File: config.mk
export PLATFORM = sky130hd
export DESIGN_NAME = evmon_unit
export DESIGN_NICKNAME = d
export VERILOG_FILES = /design/src/rtl/evmon_pkg.sv /design/src/rtl/evmon_regs.sv /design/src/rtl/evmon_counter.sv /design/src/rtl/evmon_irq.sv /design/src/rtl/evmon_unit.sv
export SDC_FILE = /design/constraint.sdc
export NUM_CORES = 2
export LEC_CHECK = 0
export BUFFER_PORTS_ARGS = -buffer_cell sky130_fd_sc_hd__buf_2
export CAP_MARGIN = 25
export CORE_MARGIN = 8
export CORE_UTILIZATION = 45
export CTS_CLUSTER_SIZE = 8
export DETAILED_ROUTE_END_ITERATION = 10
export HOLD_SLACK_MARGIN = 0.05
export SYNTH_ARGS = -nofsm -noshare
export SYNTH_HDL_FRONTEND = slang
export SYNTH_SLANG_ARGS = --single-unit
File: constraint.sdc
create_clock -name clk -period 3.55 [get_ports clk]
set_input_delay 0.71 -clock clk [delete_from_list [all_inputs] [get_ports clk]]
set_output_delay 0.71 -clock clk [all_outputs]
set_load 0.1 [all_outputs]
File: src/rtl/evmon_pkg.sv
package evmon_pkg;
  localparam int unsigned REG_AW = 16;

  // register map (byte addresses)
  localparam logic [REG_AW-1:0] A_RUNCTL  = 16'h0408;
  localparam logic [REG_AW-1:0] A_IRQMASK = 16'h0800;
  localparam logic [REG_AW-1:0] A_IRQPEND = 16'h0808;
  localparam logic [REG_AW-1:0] A_IRQACK  = 16'h080C;
  localparam logic [REG_AW-1:0] A_CNTEN   = 16'h1C00;
  localparam logic [REG_AW-1:0] A_IDENT   = 16'h1CF0;
  localparam logic [REG_AW-1:0] A_EVSEL   = 16'h1D00;
  localparam logic [REG_AW-1:0] A_CNTBASE = 16'h1E00;

  localparam int unsigned RUN_BIT = 16;
  localparam int unsigned WORD_W  = 32;
  localparam int unsigned BUS_W   = 64;
endpackage

File: src/rtl/evmon_regs.sv
module evmon_regs
  import evmon_pkg::*;
#(
  parameter int unsigned NUM_CNT = 8,
  parameter int unsigned CODE_W  = 8,
  localparam int unsigned PER_WORD = WORD_W / CODE_W,
  localparam int unsigned NSEL     = (NUM_CNT + PER_WORD - 1) / PER_WORD
) (
  input  logic                          clk,
  input  logic                          rst,
  input  logic                          wr,
  input  logic [REG_AW-1:0]             addr,
  input  logic [WORD_W-1:0]             wdata,
  output logic                          run,
  output logic [NUM_CNT-1:0]            cnt_en,
  output logic [NUM_CNT-1:0]            irq_mask,
  output logic [NUM_CNT-1:0]            ack_vec,
  output logic [NSEL-1:0][WORD_W-1:0]   sel_words,
  output logic [NUM_CNT-1:0][CODE_W-1:0] codes
);
  logic                        run_q;
  logic [NUM_CNT-1:0]          en_q;
  logic [NUM_CNT-1:0]          mask_q;
  logic [NSEL-1:0][WORD_W-1:0] sel_q;

  always_ff @(posedge clk) begin
    if (rst) begin
      run_q  <= 1'b0;
      en_q   <= '0;
      mask_q <= '1;
      sel_q  <= '1;
    end else if (wr) begin
      if (addr == A_RUNCTL)  run_q  <= wdata[RUN_BIT];
      if (addr == A_CNTEN)   en_q   <= wdata[NUM_CNT-1:0];
      if (addr == A_IRQMASK) mask_q <= wdata[NUM_CNT-1:0];
      for (int k = 0; k < NSEL; k++) begin
        if (addr == A_EVSEL + REG_AW'(4 * k)) sel_q[k] <= wdata;
      end
    end
  end

  // clear pulse: only bits written as one, only for the acknowledge address
  assign ack_vec = (wr && addr == A_IRQACK) ? wdata[NUM_CNT-1:0] : '0;

  generate
    for (genvar i = 0; i < NUM_CNT; i++) begin : g_code
      assign codes[i] = sel_q[i / PER_WORD][(i % PER_WORD) * CODE_W +: CODE_W];
    end
  endgenerate

  assign run       = run_q;
  assign cnt_en    = en_q;
  assign irq_mask  = mask_q;
  assign sel_words = sel_q;
endmodule

File: src/rtl/evmon_counter.sv
module evmon_counter #(
  parameter int unsigned CNT_W  = 48,
  parameter int unsigned CODE_W = 8,
  localparam int unsigned EVT_W = 1 << CODE_W
) (
  input  logic              clk,
  input  logic              rst,
  input  logic              run,
  input  logic              en,
  input  logic [CODE_W-1:0] code,
  input  logic [EVT_W-1:0]  events,
  input  logic              ld,
  input  logic [CNT_W-1:0]  ld_val,
  output logic [CNT_W-1:0]  count,
  output logic              wrap
);
  logic [CNT_W-1:0] cnt_q;
  logic             hit;

  // all-ones code selects nothing
  assign hit  = run && en && (code != '1) && events[code];
  assign wrap = hit && !ld && (cnt_q == '1);

  always_ff @(posedge clk) begin
    if (rst)      cnt_q <= '0;
    else if (ld)  cnt_q <= ld_val;
    else if (hit) cnt_q <= cnt_q + 1'b1;
  end

  assign count = cnt_q;
endmodule

File: src/rtl/evmon_irq.sv
module evmon_irq #(
  parameter int unsigned NUM_CNT = 8
) (
  input  logic               clk,
  input  logic               rst,
  input  logic [NUM_CNT-1:0] wrap_vec,
  input  logic [NUM_CNT-1:0] ack_vec,
  input  logic [NUM_CNT-1:0] mask,
  output logic [NUM_CNT-1:0] pend,
  output logic               irq
);
  logic [NUM_CNT-1:0] pend_q;
  logic               irq_q;

  always_ff @(posedge clk) begin
    if (rst) begin
      pend_q <= '0;
      irq_q  <= 1'b0;
    end else begin
      pend_q <= (pend_q & ~ack_vec) | wrap_vec;  // overflow beats clear
      irq_q  <= |(pend_q & ~mask);
    end
  end

  assign pend = pend_q;
  assign irq  = irq_q;
endmodule

File: src/rtl/evmon_unit.sv
module evmon_unit
  import evmon_pkg::*;
#(
  parameter int unsigned NUM_CNT = 8,
  parameter int unsigned CNT_W   = 48,
  parameter int unsigned CODE_W  = 8,
  parameter logic [31:0] IDENT   = 32'h0002_0001,
  localparam int unsigned EVT_W    = 1 << CODE_W,
  localparam int unsigned PER_WORD = WORD_W / CODE_W,
  localparam int unsigned NSEL     = (NUM_CNT + PER_WORD - 1) / PER_WORD
) (
  input  logic              clk,
  input  logic              rst,
  input  logic              reg_wr,
  input  logic              reg_rd,
  input  logic [15:0]       reg_addr,
  input  logic [63:0]       reg_wdata,
  output logic [63:0]       reg_rdata,
  output logic              reg_rvalid,
  input  logic [EVT_W-1:0]  event_in,
  output logic              irq
);
  logic                          run;
  logic [NUM_CNT-1:0]            cnt_en;
  logic [NUM_CNT-1:0]            mask;
  logic [NUM_CNT-1:0]            ack_vec;
  logic [NSEL-1:0][WORD_W-1:0]   sel_words;
  logic [NUM_CNT-1:0][CODE_W-1:0] codes;
  logic [NUM_CNT-1:0][CNT_W-1:0] cnt_q;
  logic [NUM_CNT-1:0]            wrap_vec;
  logic [NUM_CNT-1:0]            ld_vec;
  logic [NUM_CNT-1:0]            pend;
  logic [BUS_W-1:0]              rd_next;
  logic [BUS_W-1:0]              rdata_q;
  logic                          rvalid_q;
  logic                          unused_wdata_hi;

  assign unused_wdata_hi = ^reg_wdata;

  evmon_regs #(.NUM_CNT(NUM_CNT), .CODE_W(CODE_W)) u_regs (
    .clk(clk), .rst(rst), .wr(reg_wr), .addr(reg_addr),
    .wdata(reg_wdata[WORD_W-1:0]), .run(run), .cnt_en(cnt_en),
    .irq_mask(mask), .ack_vec(ack_vec), .sel_words(sel_words), .codes(codes)
  );

  generate
    for (genvar i = 0; i < NUM_CNT; i++) begin : g_cnt
      assign ld_vec[i] = reg_wr && (reg_addr == A_CNTBASE + REG_AW'(8 * i));
      evmon_counter #(.CNT_W(CNT_W), .CODE_W(CODE_W)) u_cnt (
        .clk(clk), .rst(rst), .run(run), .en(cnt_en[i]), .code(codes[i]),
        .events(event_in), .ld(ld_vec[i]), .ld_val(reg_wdata[CNT_W-1:0]),
        .count(cnt_q[i]), .wrap(wrap_vec[i])
      );
    end
  endgenerate

  evmon_irq #(.NUM_CNT(NUM_CNT)) u_irq (
    .clk(clk), .rst(rst), .wrap_vec(wrap_vec), .ack_vec(ack_vec),
    .mask(mask), .pend(pend), .irq(irq)
  );

  always_comb begin
    rd_next = '0;
    if (reg_addr == A_RUNCTL)  rd_next[RUN_BIT]       = run;
    if (reg_addr == A_CNTEN)   rd_next[NUM_CNT-1:0]   = cnt_en;
    if (reg_addr == A_IRQMASK) rd_next[NUM_CNT-1:0]   = mask;
    if (reg_addr == A_IRQPEND) rd_next[NUM_CNT-1:0]   = pend;
    if (reg_addr == A_IDENT)   rd_next[WORD_W-1:0]    = IDENT;
    for (int k = 0; k < NSEL; k++) begin
      if (reg_addr == A_EVSEL + REG_AW'(4 * k)) rd_next[WORD_W-1:0] = sel_words[k];
    end
    for (int i = 0; i < NUM_CNT; i++) begin
      if (reg_addr == A_CNTBASE + REG_AW'(8 * i)) rd_next[CNT_W-1:0] = cnt_q[i];
    end
  end

  always_ff @(posedge clk) begin
    if (rst) begin
      rdata_q  <= '0;
      rvalid_q <= 1'b0;
    end else begin
      rvalid_q <= reg_rd;
      if (reg_rd) rdata_q <= rd_next;
    end
  end

  assign reg_rdata  = rdata_q;
  assign reg_rvalid = rvalid_q;
endmodule

======== Word-level counts from Yosys, hierarchy flattened ========
Cells that the tools add are included.
word-level totals
  logic and storage cells ................. 189
  register bits ........................... 523
  output and inout bits ................... 66
  input port bits ......................... 340
operators by class
  bitwise operators ....................... 5
  reduce and logical (&&, ||, !) cells .... 71
  mux-type cells .......................... 48
  equality and inequality tests ........... 32
  order comparisons ....................... 8
  add/sub/neg operators ................... 8
operator list
  cell                                                         number
  two-way mux 48 bit                                           24
  adder 48 x 1 -> 48 bit (second input constant)               8
  == test 48 bit (second input constant)                       8
  == test 16 x 13 -> 1 bit (second input constant)             12
  less-than comparator 8 x 9 -> 1 bit (second input constant)  8
  binary-select mux 1 bit (select 8 bit)                       8
  two-way mux 32 bit                                           2
  inequality test 8 bit (second input constant)                8
  logical AND 1 bit                                            49
  == test 16 x 12 -> 1 bit (second input constant)             3
  two-way mux 8 bit                                            4
  two-way mux 18 bit                                           1
  AND 8 bit                                                    2
  == test 16 x 11 -> 1 bit (second input constant)             1
  inverter 8 bit                                               2
  nonzero test 2 bit                                           8
  AND reduction 2 bit                                          5
  two-way mux 1 bit                                            9
  logical NOT 1 bit                                            8
  bitwise OR 8 bit                                             1
  OR reduction 8 bit                                           1

======== Depth between registers and ports, before layout ========
  depth in word-level cells ............... 15
  gate-level depth with buffers ........... 16
  mapped depth without buffers ............ 9

======== By module ========
A second synthesis with hierarchy kept.
unflattened totals
  cells, all modules ...................... 6,396
  area, all modules ....................... 55,071.6 um^2
modules (own cells, without submodules)
  module                               area each (um^2)  cells an instance  seq. area each (um^2)  times used
  evmon_counter at g_cnt[0].u_cnt ...  5,606.6           644                960.9                  6
  evmon_counter at g_cnt[6].u_cnt ...  5,511.5           598                960.9                  2
  evmon_unit                           6,322.3           892                980.9                  1
  evmon_regs                           3,721.1           398                1,621.6                1
  evmon_irq                            365.4             46                 180.2                  1

======== Least setup slack after synthesis ========
OpenSTA, ideal clock, no wires.
  path kind ............................... input-to-reg
  start point ............................. in event_in[139]
  end point ............................... reg g_cnt[5].u_cnt.cnt_q[9]
  arrival ................................. 3,080 ps
  stages .................................. 10
  required time ........................... 3,464 ps
  library setup time ...................... 86 ps
  path slack .............................. 384 ps
  path buffers ............................ 1
  cells stage by stage .................... mux4_2 > nand2_1 > nand3_1 > a2111oi_0 > nor4_2 > a2111oi_4 > buf_2 > nor4_1 > xnor2_1 > a211oi_1
between the ends
  cells in the longest elaborated chain, start to end .. 4
RTL lines
  element                                  RTL line             RTL
  start, declared                          evmon_unit.sv:20     input logic [EVT_W-1:0] event_in,
  binary-select mux 1 bit (select 8 bit)   evmon_counter.sv:21  assign hit = run && en && (code != '1) && events[code];
  two-way mux 1 bit (not written as such)  evmon_counter.sv:21
  logical AND 1 bit                        evmon_counter.sv:21
  nonzero test 2 bit (no line)             n/a
  end signal, assigned                     evmon_counter.sv:26  else if (ld) cnt_q <= ld_val;
  end signal, assigned                     evmon_counter.sv:27  else if (hit) cnt_q <= cnt_q + 1'b1;
  end, declared                            evmon_counter.sv:17  logic [CNT_W-1:0] cnt_q;
No other way between the ends. The select of a mux whose other input is x is not followed.
A chain may end at the register's enable or synchronous reset.

======== Worst setup path after layout ========
  start point ............................. reg u_regs.sel_q, in the netlist u_regs.codes[40]
  end point ............................... reg g_cnt[5].u_cnt.cnt_q[14]
between the ends
  cells in the longest elaborated chain, start to end .. 4
  elaborated cells on any way between the ends .. 6
  classes of those cells .................. 1 x eq/ne; 2 x mux; 3 x reduce/logical
RTL lines
  element                                                                                 RTL line             RTL
  start, declared                                                                         evmon_regs.sv:24     logic [NSEL-1:0][WORD_W-1:0] sel_q;
  start signal, assigned by index                                                         evmon_regs.sv:37     if (addr == A_EVSEL + REG_AW'(4 * k)) sel_q[k] <= wdata;
  binary-select mux 1 bit (select 8 bit) / inequality test 8 bit (equally long branches)  evmon_counter.sv:21
  two-way mux 1 bit (not written as such) / logical AND 1 bit (equally long branches)     evmon_counter.sv:21
  logical AND 1 bit (*)                                                                   evmon_counter.sv:21
  nonzero test 2 bit (no line) (*)                                                        n/a
Mark *: on every way between the ends. The rest lies on a longest branch, timed or not. The select of a mux whose other input is x is not followed.

==> summary.txt <==
Worst EP arrival: 4.30 ns
Hold Buf Count CTS: 0
Final Wtd Congestion: 1.12
initial core utilization: 45.4%
H-Tree Depth: 3
Routed WL per cell: 36.8 um
Slew @ Worst Pin: 1.03 ns
worst hold path type: primary input to register
clock slew at reported path FFs: 0.05 ns
CP max FO: 8
violated checks: negative setup slack
slowest CP cell: mux4_2
sequential share of the synthesized area: 21.8%
setup violators final: 103
status: finished, violations left
met3 routed wirelength: 48600 um
YS warnings: 0
drt total wl: 281000 um
peak supply drop: 0.290 mV
Overall Global Routing Usage: 45.1%
DRT Pass-1 Iters: 7
met2 wire len: 111000 um
clk sinks: 523
Placed Area: 0.0574 mm^2
RSZ-0062 raised after global routing: yes
CP cell instances: buf_12 > buf_12 > mux4_2 > a31oi_1 > o211ai_1 > a311oi_1 > o221ai_1 > buf_4 > a2111oi_4 > buf_12 > buf_12 > buf_12 > nor4_1 > xnor2_1 > a211oi_1
area share of fa/ha/maj cells after synthesis: 0.209%
setup TNS: -8.28 ns
Combinational Power Share: 16.3%
DRT iter0 DRCs: 9973
area share of and/or/nand/nor cells after synthesis: 21.2%
via count: 55700
# rows: 119
Setup CP Type: register to register
xor-xnor portion of the synthesized cell area: 4.49%
initial antenna violation count: 33
Mapped Avg Cell Area: 9.08 um^2
sequential share of power: 39.0%
I/O Buffers: 373
Vias per Instance: 7.30
Setup Skew: 0.0407 ns
commonest non-fill, non-tap cell in the layout: buf_4
detailed placer's ending HPWL: 213000 um
Mapped Cells: 5284
vias in the first global route: 50100
Routed Antenna Nets: 0
total power: 15.1 mW
CTS Buf Count: 75
fin nets: 6552
post-synthesis cell area: 0.0480 mm^2
crit path time final: 3.75 ns
design area: 0.0621 mm^2
CP Capture Type: register
Max-Cap Viols: 0
critical path launch point type: register
Int Power: 10.7 mW
Async SR Flop Fraction: 0%
Switch Pwr: 4.37 mW
Slew Limit Fails: 0
multiplexer area fraction after synthesis: 27.6%
Final WS setup: -0.197 ns
CTS Root Cell: clkbuf_16
clk buf depth: 3
Die Wd: 342 um
Leak: 24.6 nW
Area growth syn-to-layout: 29.4%
Relative slew margins: 31.6%
Netlist cell types: 115
pwr/cell area: 243 mW/mm^2
layout cells sized above 1: 36.2%
EDFF count, synth: 0
CP max stage delay: 0.54 ns
Final Hold Fails: 0
DR DRC count: 0
most frequent cell on the critical path: buf_12
first-pass GRT wire length: 384000 um
fmax: 0.267 GHz
fraction of the cycle the final worst path needs: 106%
Core Region: 0.106 mm^2
M1 WL: 107000 um
grt ovf: 0
largest net degree at the start of global routing: 112
most frequent cells in the layout: buf_4 (808), dfxtp_1 (497), nor2_1 (484), mux4_2 (463), nand2_1 (446)
Core Util, Final: 58.8%
largest family of logic cells by synthesized area: multiplexers
Synth Area in Compound Gates: 17.6%
ys flop type: dfxtp_1
CTS tree: done
die area: 0.117 mm^2
total I/O pin count: 406
flop and latch count out of synthesis: 523
Clock Power Share: 44.7%
Clock Latency Late Sink: 0.66 ns
switching share of total power: 29.0%
highest routed layer: met5
die height: 342 um
WP data required: 4.10 ns
[cell type report]
type,instances,area [um^2]
Multi-Input combinational cell,4121,35500
Inverter,92,348
Antenna cell,16,40.0
Clock inverter,8,171
Clock buffer,84,1910
Sequential cell,523,10600
Fill cell,9325,43500
Tap cell,1391,1740
Timing Repair Buffer,1391,11800
[stage by stage]
step	cells	hold slack [ns]	setup slack, ns
4_1_cts	7561	0.409	-0.0704
2_1_floorplan	5299	0.449	0.384
6_report	7626	0.451	-0.197
3_3_place_gp	7429	0.440	-0.579
3_5_place_dp	7432	0.450	-0.478
5_1_grt	7612	0.440	-0.201
[layer usage]
layer | global-route usage [%] | vias to the layer above
met3 | 20.2 | 845
met1 | 61.4 | 27500
met4 | 16.9 | 24
li1 | - | 22700
met2 | 62.2 | 4665
met5 | 0 | -
[critical path: cells and delay by family, from the launching register on]
kind	cells	cell delay, ns
AOI/OAI and AO/OA	6	1.36
xor gates and xnor gates	1	0.13
buffers and inverters	6	1.00
DFF	1	0.52
muxes	1	0.54
and+or+nand+nor	1	0.06
[cell families after synthesis]
logic type	after synthesis
and+or+nand+nor	1983
AOI/OAI and AO/OA	1155
xor gates and xnor gates	246
other	1
buffers and inverters	655
DFF	523
adders and majority gates	8
muxes	713
[sequential cells by signal, indices dropped and copies added, names as in the netlist]
signal,count
u_regs.irq_mask,8
u_irq.irq,1
u_irq.pend,8
u_regs.cnt_en,8
u_regs.codes,64
g_cnt.u_cnt.count,384
reg_rvalid,1
u_regs.run,1
reg_rdata,48
[synth_stat cells, types with 43 or more instances]
library cell  instances  share of area, %
buf_2                86              0.90
buf_4                61              0.95
xor2_1               92               1.7
o211ai_1             78               1.2
nand4_1             166               2.2
mux4_2              459                22
and3_1               94               1.2
dfxtp_1             523                22
a221oi_1             46              0.84
and4_1               54              0.99
a222oi_1             57               1.2
nor4_1               75              0.98
nand3_1             221               2.3
o22ai_1              43              0.56
nor3_1               94              0.98
a21oi_1             126               1.3
a22oi_1              64               1.0
mux2i_1             200               4.2
inv_1                85              0.67
a311oi_1            111               2.0
nor2_1              497               3.9
a211oi_1            265               4.1
xnor2_1             154               2.8
clkbuf_1            321               2.5
o21ai_0             139               1.5
or3_1                97               1.3
nand2_1             456               3.6
[repair_timing]
action,in CTS,in global routing
pin swaps,18,152
setup endpoints to repair,257,251
gates cloned,5,12
buffers inserted,32,42
resized for setup,77,227
[power by group through the flow]
stage	Clock [mW]	Combinational [mW]	Sequential [mW]
6_report	6.75	2.46	5.88
2_1_floorplan	0	0.950	6.03
5_1_grt	6.98	2.46	5.87
4_1_cts	6.76	2.30	5.88
3_3_place_gp	0	2.27	6.01
3_5_place_dp	0	2.28	6.01
[final timing paths]
path,start,end,slack [ns],cells after the start
setup reg to reg,u_regs.codes[40],g_cnt[5].u_cnt.count[14],-0.20,15
hold / removal,rst,g_cnt[4].u_cnt.count[2],0.45,2
hold reg to reg,reg_rdata[22],reg_rdata[22],0.46,2
setup / recovery,u_regs.codes[40],g_cnt[5].u_cnt.count[14],-0.20,15
Power figures use the tool's default switching activity.
